`src/rtl/gpio_pkg.sv`:
```
package gpio_pkg;
    typedef enum logic [3:0] {
        REG_NONE, REG_OUT, REG_DIR, REG_IN, REG_LVL,
        REG_FLAG, REG_MASK, REG_SNAP, REG_EN, REG_OWN
    } reg_kind_e;

    typedef enum logic {
        FLG_IDLE = 1'b0,
        FLG_PEND = 1'b1
    } flag_state_e;
endpackage

```
`src/rtl/gpio_sync.sv`:
```
module gpio_sync #(
    parameter int W      = 32,
    parameter int STAGES = 2
) (
    input  logic         clk,
    input  logic         rst_n,
    input  logic [W-1:0] din,
    output logic [W-1:0] dout
);
    logic [W-1:0] stg [STAGES];

    always_ff @(posedge clk or negedge rst_n) begin
        if (!rst_n) begin
            for (int k = 0; k < STAGES; k++) stg[k] <= '0;
        end else begin
            stg[0] <= din;
            for (int k = 1; k < STAGES; k++) stg[k] <= stg[k-1];
        end
    end

    assign dout = stg[STAGES-1];
endmodule

```
`src/rtl/gpio_decode.sv`:
```
module gpio_decode
    import gpio_pkg::*;
#(
    parameter int AW = 8
) (
    input  logic [AW-1:0] addr,
    output reg_kind_e     kind,
    output logic          restr
);
    always_comb begin
        kind  = REG_NONE;
        restr = 1'b0;
        if (addr[1:0] == 2'b00 && addr[AW-1:6] == '0) begin
            unique case (addr[5:2])
                4'd0:  begin kind = REG_OUT;  restr = 1'b1; end
                4'd1:  begin kind = REG_DIR;  restr = 1'b1; end
                4'd2:  begin kind = REG_IN;   restr = 1'b1; end
                4'd3:  begin kind = REG_LVL;  restr = 1'b1; end
                4'd4:  begin kind = REG_FLAG; restr = 1'b1; end
                4'd5:  begin kind = REG_MASK; restr = 1'b1; end
                4'd6:  begin kind = REG_SNAP; restr = 1'b1; end
                4'd7:  kind = REG_EN;
                4'd8:  kind = REG_OUT;
                4'd9:  kind = REG_DIR;
                4'd10: kind = REG_IN;
                4'd11: kind = REG_LVL;
                4'd12: kind = REG_FLAG;
                4'd13: kind = REG_MASK;
                4'd14: kind = REG_SNAP;
                4'd15: kind = REG_OWN;
            endcase
        end
    end
endmodule

```
`src/rtl/gpio_flag_bank.sv`:
```
module gpio_flag_bank
    import gpio_pkg::*;
#(
    parameter int PINS = 32
) (
    input  logic            clk,
    input  logic            rst_n,
    input  logic [PINS-1:0] trig,
    input  logic [PINS-1:0] clr,
    output logic [PINS-1:0] flag,
    output logic            any_rise
);
    logic [PINS-1:0] rise_v;

    for (genvar i = 0; i < PINS; i++) begin : g_pin
        flag_state_e st_q, st_d;

        always_ff @(posedge clk or negedge rst_n) begin
            if (!rst_n) st_q <= FLG_IDLE;
            else        st_q <= st_d;
        end

        always_comb begin
            st_d = st_q;
            unique case (st_q)
                FLG_IDLE: if (trig[i])            st_d = FLG_PEND;
                FLG_PEND: if (clr[i] && !trig[i]) st_d = FLG_IDLE;
            endcase
        end

        assign flag[i]   = (st_q == FLG_PEND);
        assign rise_v[i] = (st_q == FLG_IDLE) && trig[i];

        // a pin still at its level keeps its flag pending
        a_r5_flag_stuck: assert property (@(posedge clk) disable iff (!rst_n)
            trig[i] |=> (st_q == FLG_PEND));
        // a pending flag only leaves through a clear request
        a_r4_flag_sticky: assert property (@(posedge clk) disable iff (!rst_n)
            (st_q == FLG_PEND && !clr[i]) |=> (st_q == FLG_PEND));
    end

    assign any_rise = |rise_v;
endmodule

```
`src/rtl/gpio_dual_view.sv`:
```
module gpio_dual_view
    import gpio_pkg::*;
#(
    parameter int PINS        = 32,
    parameter int DW          = 32,
    parameter int AW          = 8,
    parameter int SYNC_STAGES = 2
) (
    input  logic            clk,
    input  logic            rst_n,
    input  logic            bus_sel,
    input  logic            bus_we,
    input  logic [AW-1:0]   bus_addr,
    input  logic [DW-1:0]   bus_wdata,
    output logic [DW-1:0]   bus_rdata,
    input  logic [PINS-1:0] pin_in,
    output logic [PINS-1:0] pin_oe,
    output logic [PINS-1:0] pin_out,
    output logic            irq_priv,
    output logic            irq_restr
);
    localparam logic [PINS-1:0] ALL_ONES = {PINS{1'b1}};

    reg_kind_e       kind;
    logic            restr;
    logic            wr;
    logic [PINS-1:0] wd, wmask, trig, clr, flag, in_s, raw, vis;
    logic [PINS-1:0] out_q, dir_q, lvl_q, mask_q, en_q, own_q, snap_q;
    logic            any_rise;

    function automatic logic [PINS-1:0] merge(input logic [PINS-1:0] old_v,
                                              input logic [PINS-1:0] new_v,
                                              input logic [PINS-1:0] m);
        return (old_v & ~m) | (new_v & m);
    endfunction

    gpio_decode #(.AW(AW)) u_dec (
        .addr  (bus_addr),
        .kind  (kind),
        .restr (restr)
    );

    gpio_sync #(.W(PINS), .STAGES(SYNC_STAGES)) u_sync (
        .clk   (clk),
        .rst_n (rst_n),
        .din   (pin_in),
        .dout  (in_s)
    );

    assign wr    = bus_sel && bus_we;
    assign wd    = bus_wdata[PINS-1:0];
    assign wmask = restr ? own_q : ~own_q;
    assign trig  = ~(in_s ^ lvl_q) & en_q;
    assign clr   = (wr && kind == REG_FLAG) ? (wd & wmask) : '0;

    gpio_flag_bank #(.PINS(PINS)) u_flags (
        .clk      (clk),
        .rst_n    (rst_n),
        .trig     (trig),
        .clr      (clr),
        .flag     (flag),
        .any_rise (any_rise)
    );

    always_ff @(posedge clk or negedge rst_n) begin
        if (!rst_n) begin
            out_q  <= '0;
            dir_q  <= '0;
            lvl_q  <= ALL_ONES;
            mask_q <= '0;
            en_q   <= ALL_ONES;
            own_q  <= '0;
            snap_q <= '0;
        end else begin
            if (any_rise) snap_q <= in_s;
            if (wr) begin
                unique case (kind)
                    REG_OUT:  out_q  <= merge(out_q,  wd, wmask);
                    REG_DIR:  dir_q  <= merge(dir_q,  wd, wmask);
                    REG_LVL:  lvl_q  <= merge(lvl_q,  wd, wmask);
                    REG_MASK: mask_q <= merge(mask_q, wd, wmask);
                    REG_EN:   en_q   <= wd;
                    REG_OWN:  own_q  <= wd;
                    default:  ;
                endcase
            end
        end
    end

    always_comb begin
        unique case (kind)
            REG_OUT:  raw = out_q;
            REG_DIR:  raw = dir_q;
            REG_IN:   raw = in_s;
            REG_LVL:  raw = lvl_q;
            REG_FLAG: raw = flag;
            REG_MASK: raw = mask_q;
            REG_SNAP: raw = snap_q;
            REG_EN:   raw = en_q;
            REG_OWN:  raw = own_q;
            default:  raw = '0;
        endcase
        vis = restr ? (raw & own_q) : raw;
        bus_rdata = '0;
        bus_rdata[PINS-1:0] = vis;
    end

    assign pin_oe    = dir_q & en_q;
    assign pin_out   = out_q & pin_oe;
    assign irq_priv  = |(mask_q & flag & ~own_q);
    assign irq_restr = |(mask_q & flag & own_q);

    // privileged writes leave owned OUT bits alone
    a_r8_priv_skips_owned: assert property (@(posedge clk) disable iff (!rst_n)
        (wr && !restr && kind == REG_OUT) |=> (((out_q ^ $past(out_q)) & $past(own_q)) == '0));
    // restricted writes leave unowned DIR bits alone
    a_r7_restr_skips_unowned: assert property (@(posedge clk) disable iff (!rst_n)
        (wr && restr && kind == REG_DIR) |=> (((dir_q ^ $past(dir_q)) & ~$past(own_q)) == '0));
    // the restricted line needs at least one owned pin
    a_r6_restr_needs_owner: assert property (@(posedge clk) disable iff (!rst_n)
        irq_restr |-> (own_q != '0));
    // the snapshot holds unless a flag rises
    a_r11_snap_hold: assert property (@(posedge clk) disable iff (!rst_n)
        !any_rise |=> $stable(snap_q));
    // a write to IN changes no stored register
    a_r3_in_write_inert: assert property (@(posedge clk) disable iff (!rst_n)
        (wr && kind == REG_IN) |=> ($stable(out_q) && $stable(dir_q) && $stable(own_q)));
endmodule

```
`config.mk`:
```
export PLATFORM = sky130hd
export DESIGN_NAME = gpio_dual_view
export DESIGN_NICKNAME = d
export VERILOG_FILES = /design/src/rtl/gpio_pkg.sv /design/src/rtl/gpio_sync.sv /design/src/rtl/gpio_decode.sv /design/src/rtl/gpio_flag_bank.sv /design/src/rtl/gpio_dual_view.sv
export SDC_FILE = /design/constraint.sdc
export NUM_CORES = 1
export LEC_CHECK = 0
export ABC_AREA = 1
export BUFFER_PORTS_ARGS = -buffer_cell sky130_fd_sc_hd__buf_4
export CAP_MARGIN = 20
export CORE_MARGIN = 2
export CORE_UTILIZATION = 60
export CTS_BUF_LIST = sky130_fd_sc_hd__clkbuf_4
export DETAILED_ROUTE_END_ITERATION = 7
export GPL_TIMING_DRIVEN = 0
export HOLD_SLACK_MARGIN = 0.08
export PLACE_DENSITY = 0.79
export SYNTH_ARGS = -nofsm -noshare
export SYNTH_HDL_FRONTEND = slang
export SYNTH_SLANG_ARGS = --single-unit
```
`constraint.sdc`:
```
create_clock -name clk -period 3 [get_ports clk]
set_input_delay 0.6 -clock clk [delete_from_list [all_inputs] [get_ports clk]]
set_output_delay 0.6 -clock clk [all_outputs]
set_load 0.02 [all_outputs]
```
==> flow_summary.ini <==
[synthesis]
post-synth-top-area-fraction_pct = 37.9
syn_area_per_cell_sq_um = 7.22
postSynthCellCount = 2341
synth_top_area_cell = dfrtp_1
yosysWarnings = 0
ys_top_cells_by_area = dfrtp_1 (38%), nand2_1 (19%), dfstp_2 (9.9%)
syn_area_sq_mm = 0.0169
syn_nets = 2417
yosys_register_bits = 320
ys_seq_area_share_pct = 47.8
synth.distinct_cells = 24

[sta]
grt_setup_unrepaired = true
max-slew-margin-rel_pct = 36.7
layout_min_cycle_time_ns = 3.09
worst_slack_ns = -0.0909
min_period_over_period_pct = 103
tns_ns = -0.125
setup_viol = 5
clock_skew_ns = 0.103
worst_pin_slew_ns = 0.950
max_clock_freq_mhz = 324
slew_violations = 0
hold_viol_final = 0

[global_route]
grt-ovfl-total = 0
grt_pass1_wl_microns = 93400
grt_max_degree = 122
grt_usage_pct = 42.3
grt_pass1_vias = 17100
grt_antenna_before_repair = 2

[clocking]
cts_buffers = 86
cts_root_buf = clkbuf_4
cts_tree = yes
clock_latency_ns = 0.77
clock_tree.buffer_depth = 3
numClockSinks = 320
clk_pin_slew_ns = 0.07
cts-htree-levels = 3

[drt]
drt_pass1_iterations = 8
wl_microns = 63000
drtIter0Drc = 2796
avgViaCountPerCell = 5.89
vias = 18300
wl_per_cell_microns = 20.3
drtAntennaViolNets = 0
drc = 1

[pwr]
vdd_drop_max_mv = 0.417
power_density_mw_per_mm2 = 436
p_leak_uw = 0.0105

[final_layout]
fin_area_sq_mm = 0.0208
utilization_pct = 74.8
syn2layout_area_growth_pct = 22.9
finish.net_count = 2727
layout-drive-gt1-share_pct = 18.6

[die]
initial_core_util_pct = 60.8
die-area_sq_mm = 0.0295
die_h_microns = 172
coreArea_sq_mm = 0.0278
die_x_microns = 172
ios = 174
core.rowCount = 61

[place]
place_area_sq_mm = 0.0187
port_buffers = 173
place_hpwl_microns = 40800
routabilityCongestion = 0.956

[critical_path]
cp_slowest_cell = clkbuf_4
path_cells = buf_4 > nor2_4 > nand4_1 > nor2_4 > clkbuf_4 > nand2_1 > nand2_1 > nor2_1 > a21oi_1 > buf_4
worstPathMaxFanout = 10
cp-end-kind = output port
cp_data_required_time_ns = 2.40
worstSetupStartpoint = bus_addr[7]
critical_path_class = input pin to output port
worst_setup_path_start_kind = input pin
arrival_ns = 2.49
cpPeakStageDelay_ns = 0.35

[min_path]
worstHoldStart = bus_wdata[7]
hp-class = input pin to flop

[status]
status = complete, but fails checks
violations = DRC, setup timing

[run]
cap_viol_max_count = 0
## path summary, 6_finish.rpt
check / slack (ns) / endpoint / cells past startpoint
min: 0.10 / own_q[7]$_DFFE_PN0P_ / 3
max in group asynchronous: 1.43 / u_sync.stg[51]$_DFF_PN0_ / 3
min reg2reg: 0.33 / u_sync.dout[3]$_DFF_PN0_ / 0
max reg2reg: 0.03 / snap_q[4]$_DFFE_PN0P_ / 10
max: -0.09 / bus_rdata[7] / 10
min in group asynchronous: 0.40 / asynchronous set/reset pin / 2
## critical path, delay by kind of cell
family / cells / cell delay (ns)
buffers and inverters: 3 / 0.67
and+or+nand+nor: 6 / 0.96
AOI/OAI and AO/OA: 1 / 0.24
## metrics by stage
stage	worst slack, ns	total power [uW]	cells	hold slack [ns]
final	-0.0909	9060	3104	0.102
after detailed placement	-0.615	4940	2894	0.335
after global placement	-1.56	4920	2892	0.332
after global routing	-0.0342	9340	3103	0.0960
after floorplan	0.211	4660	2341	0.304
after CTS	-0.00742	9050	3094	0.0842
## power by group
group	total [uW]	internal (uW)	switching [uW]	leakage, uW
combinational	452	159	292	0.00601
sequential	4480	4400	75.9	0.00376
clock	4130	2170	1950	0.000699
total	9060	6730	2320	0.0105
## layout make-up
type / count / area (sq um)
Buffer: 92 / 652
Antenna cell: 2 / 5.00
Clock inverter: 17 / 87.6
Tap cell: 378 / 473
Clock buffer: 144 / 1080
Sequential cell: 320 / 8090
Multi-Input combinational cell: 1631 / 7420
Fill cell: 2260 / 7010
Timing Repair Buffer: 222 / 1840
Inverter: 298 / 1120
## layout by cell type (no fill, tap or decap), types with 2 or more instances in the layout
cell type / instances
nand2_2: 3
clkinv_4: 2
clkbuf_4: 153
nor3_2: 5
a21oi_1: 55
buf_6: 14
buf_12: 3
dfrtp_1: 256
o21ai_1: 40
clkbuf_1: 23
clkinv_1: 10
nand3_2: 2
buf_4: 186
clkbuf_2: 10
nor3_1: 4
nor2_4: 7
nor2_2: 4
xor2_1: 32
clkinvlp_4: 2
dfstp_2: 64
inv_2: 4
o2111ai_1: 9
nand4_1: 100
nand2_1: 838
inv_1: 294
diode_2: 2
nand2_4: 3
dlygate4sd3_1: 39
a21oi_2: 10
buf_8: 7
nand3_1: 238
nor2_1: 120
buf_2: 20
buf_16: 2
o21ai_0: 154
a31oi_1: 4
## cells in the mapped netlist
master     instances
clkbuf_1          48
nor4_4             1
nand4_1          100
nand2_2            2
a21oi_1           65
nor2_2             2
inv_2              2
a31oi_1            4
nor2_1           129
nand3_1          238
buf_2             41
buf_4              3
dfrtp_1          256
o21ai_0          154
inv_1            296
nor3_1             5
or2_2              1
o21ai_1           40
nand3_2            3
dfstp_2           64
nor3_2             4
xor2_1            32
o2111ai_1          9
nand2_1          842
## kinds of logic after synthesis
family,count (synthesis),share of synthesized area (%)
simple gates,1327,33.2
compound gates,272,8.28
buf+inv,390,9.03
flops,320,47.8
xor+xnor,32,1.66
## repair_timing
action                                  in CTS  in global routing
pin swaps                                    2                  3
setup buffers                                0                  7
hold buffers                                39                  0
gates resized for setup                     98                 39
hold endpoints to repair                   106                  0
endpoints found under the setup margin      33                 56
gates cloned                                 0                  1
## metal layers
layer,vias up,GRT usage [%],part of all wire [%]
met1,8421,54.8,37
met2,1374,64.3,44
li1,8169,-,-
met5,-,0,0
met4,0,24.2,6.2
met3,324,11.1,14
Note: power is estimated with default switching activity, not from simulation.
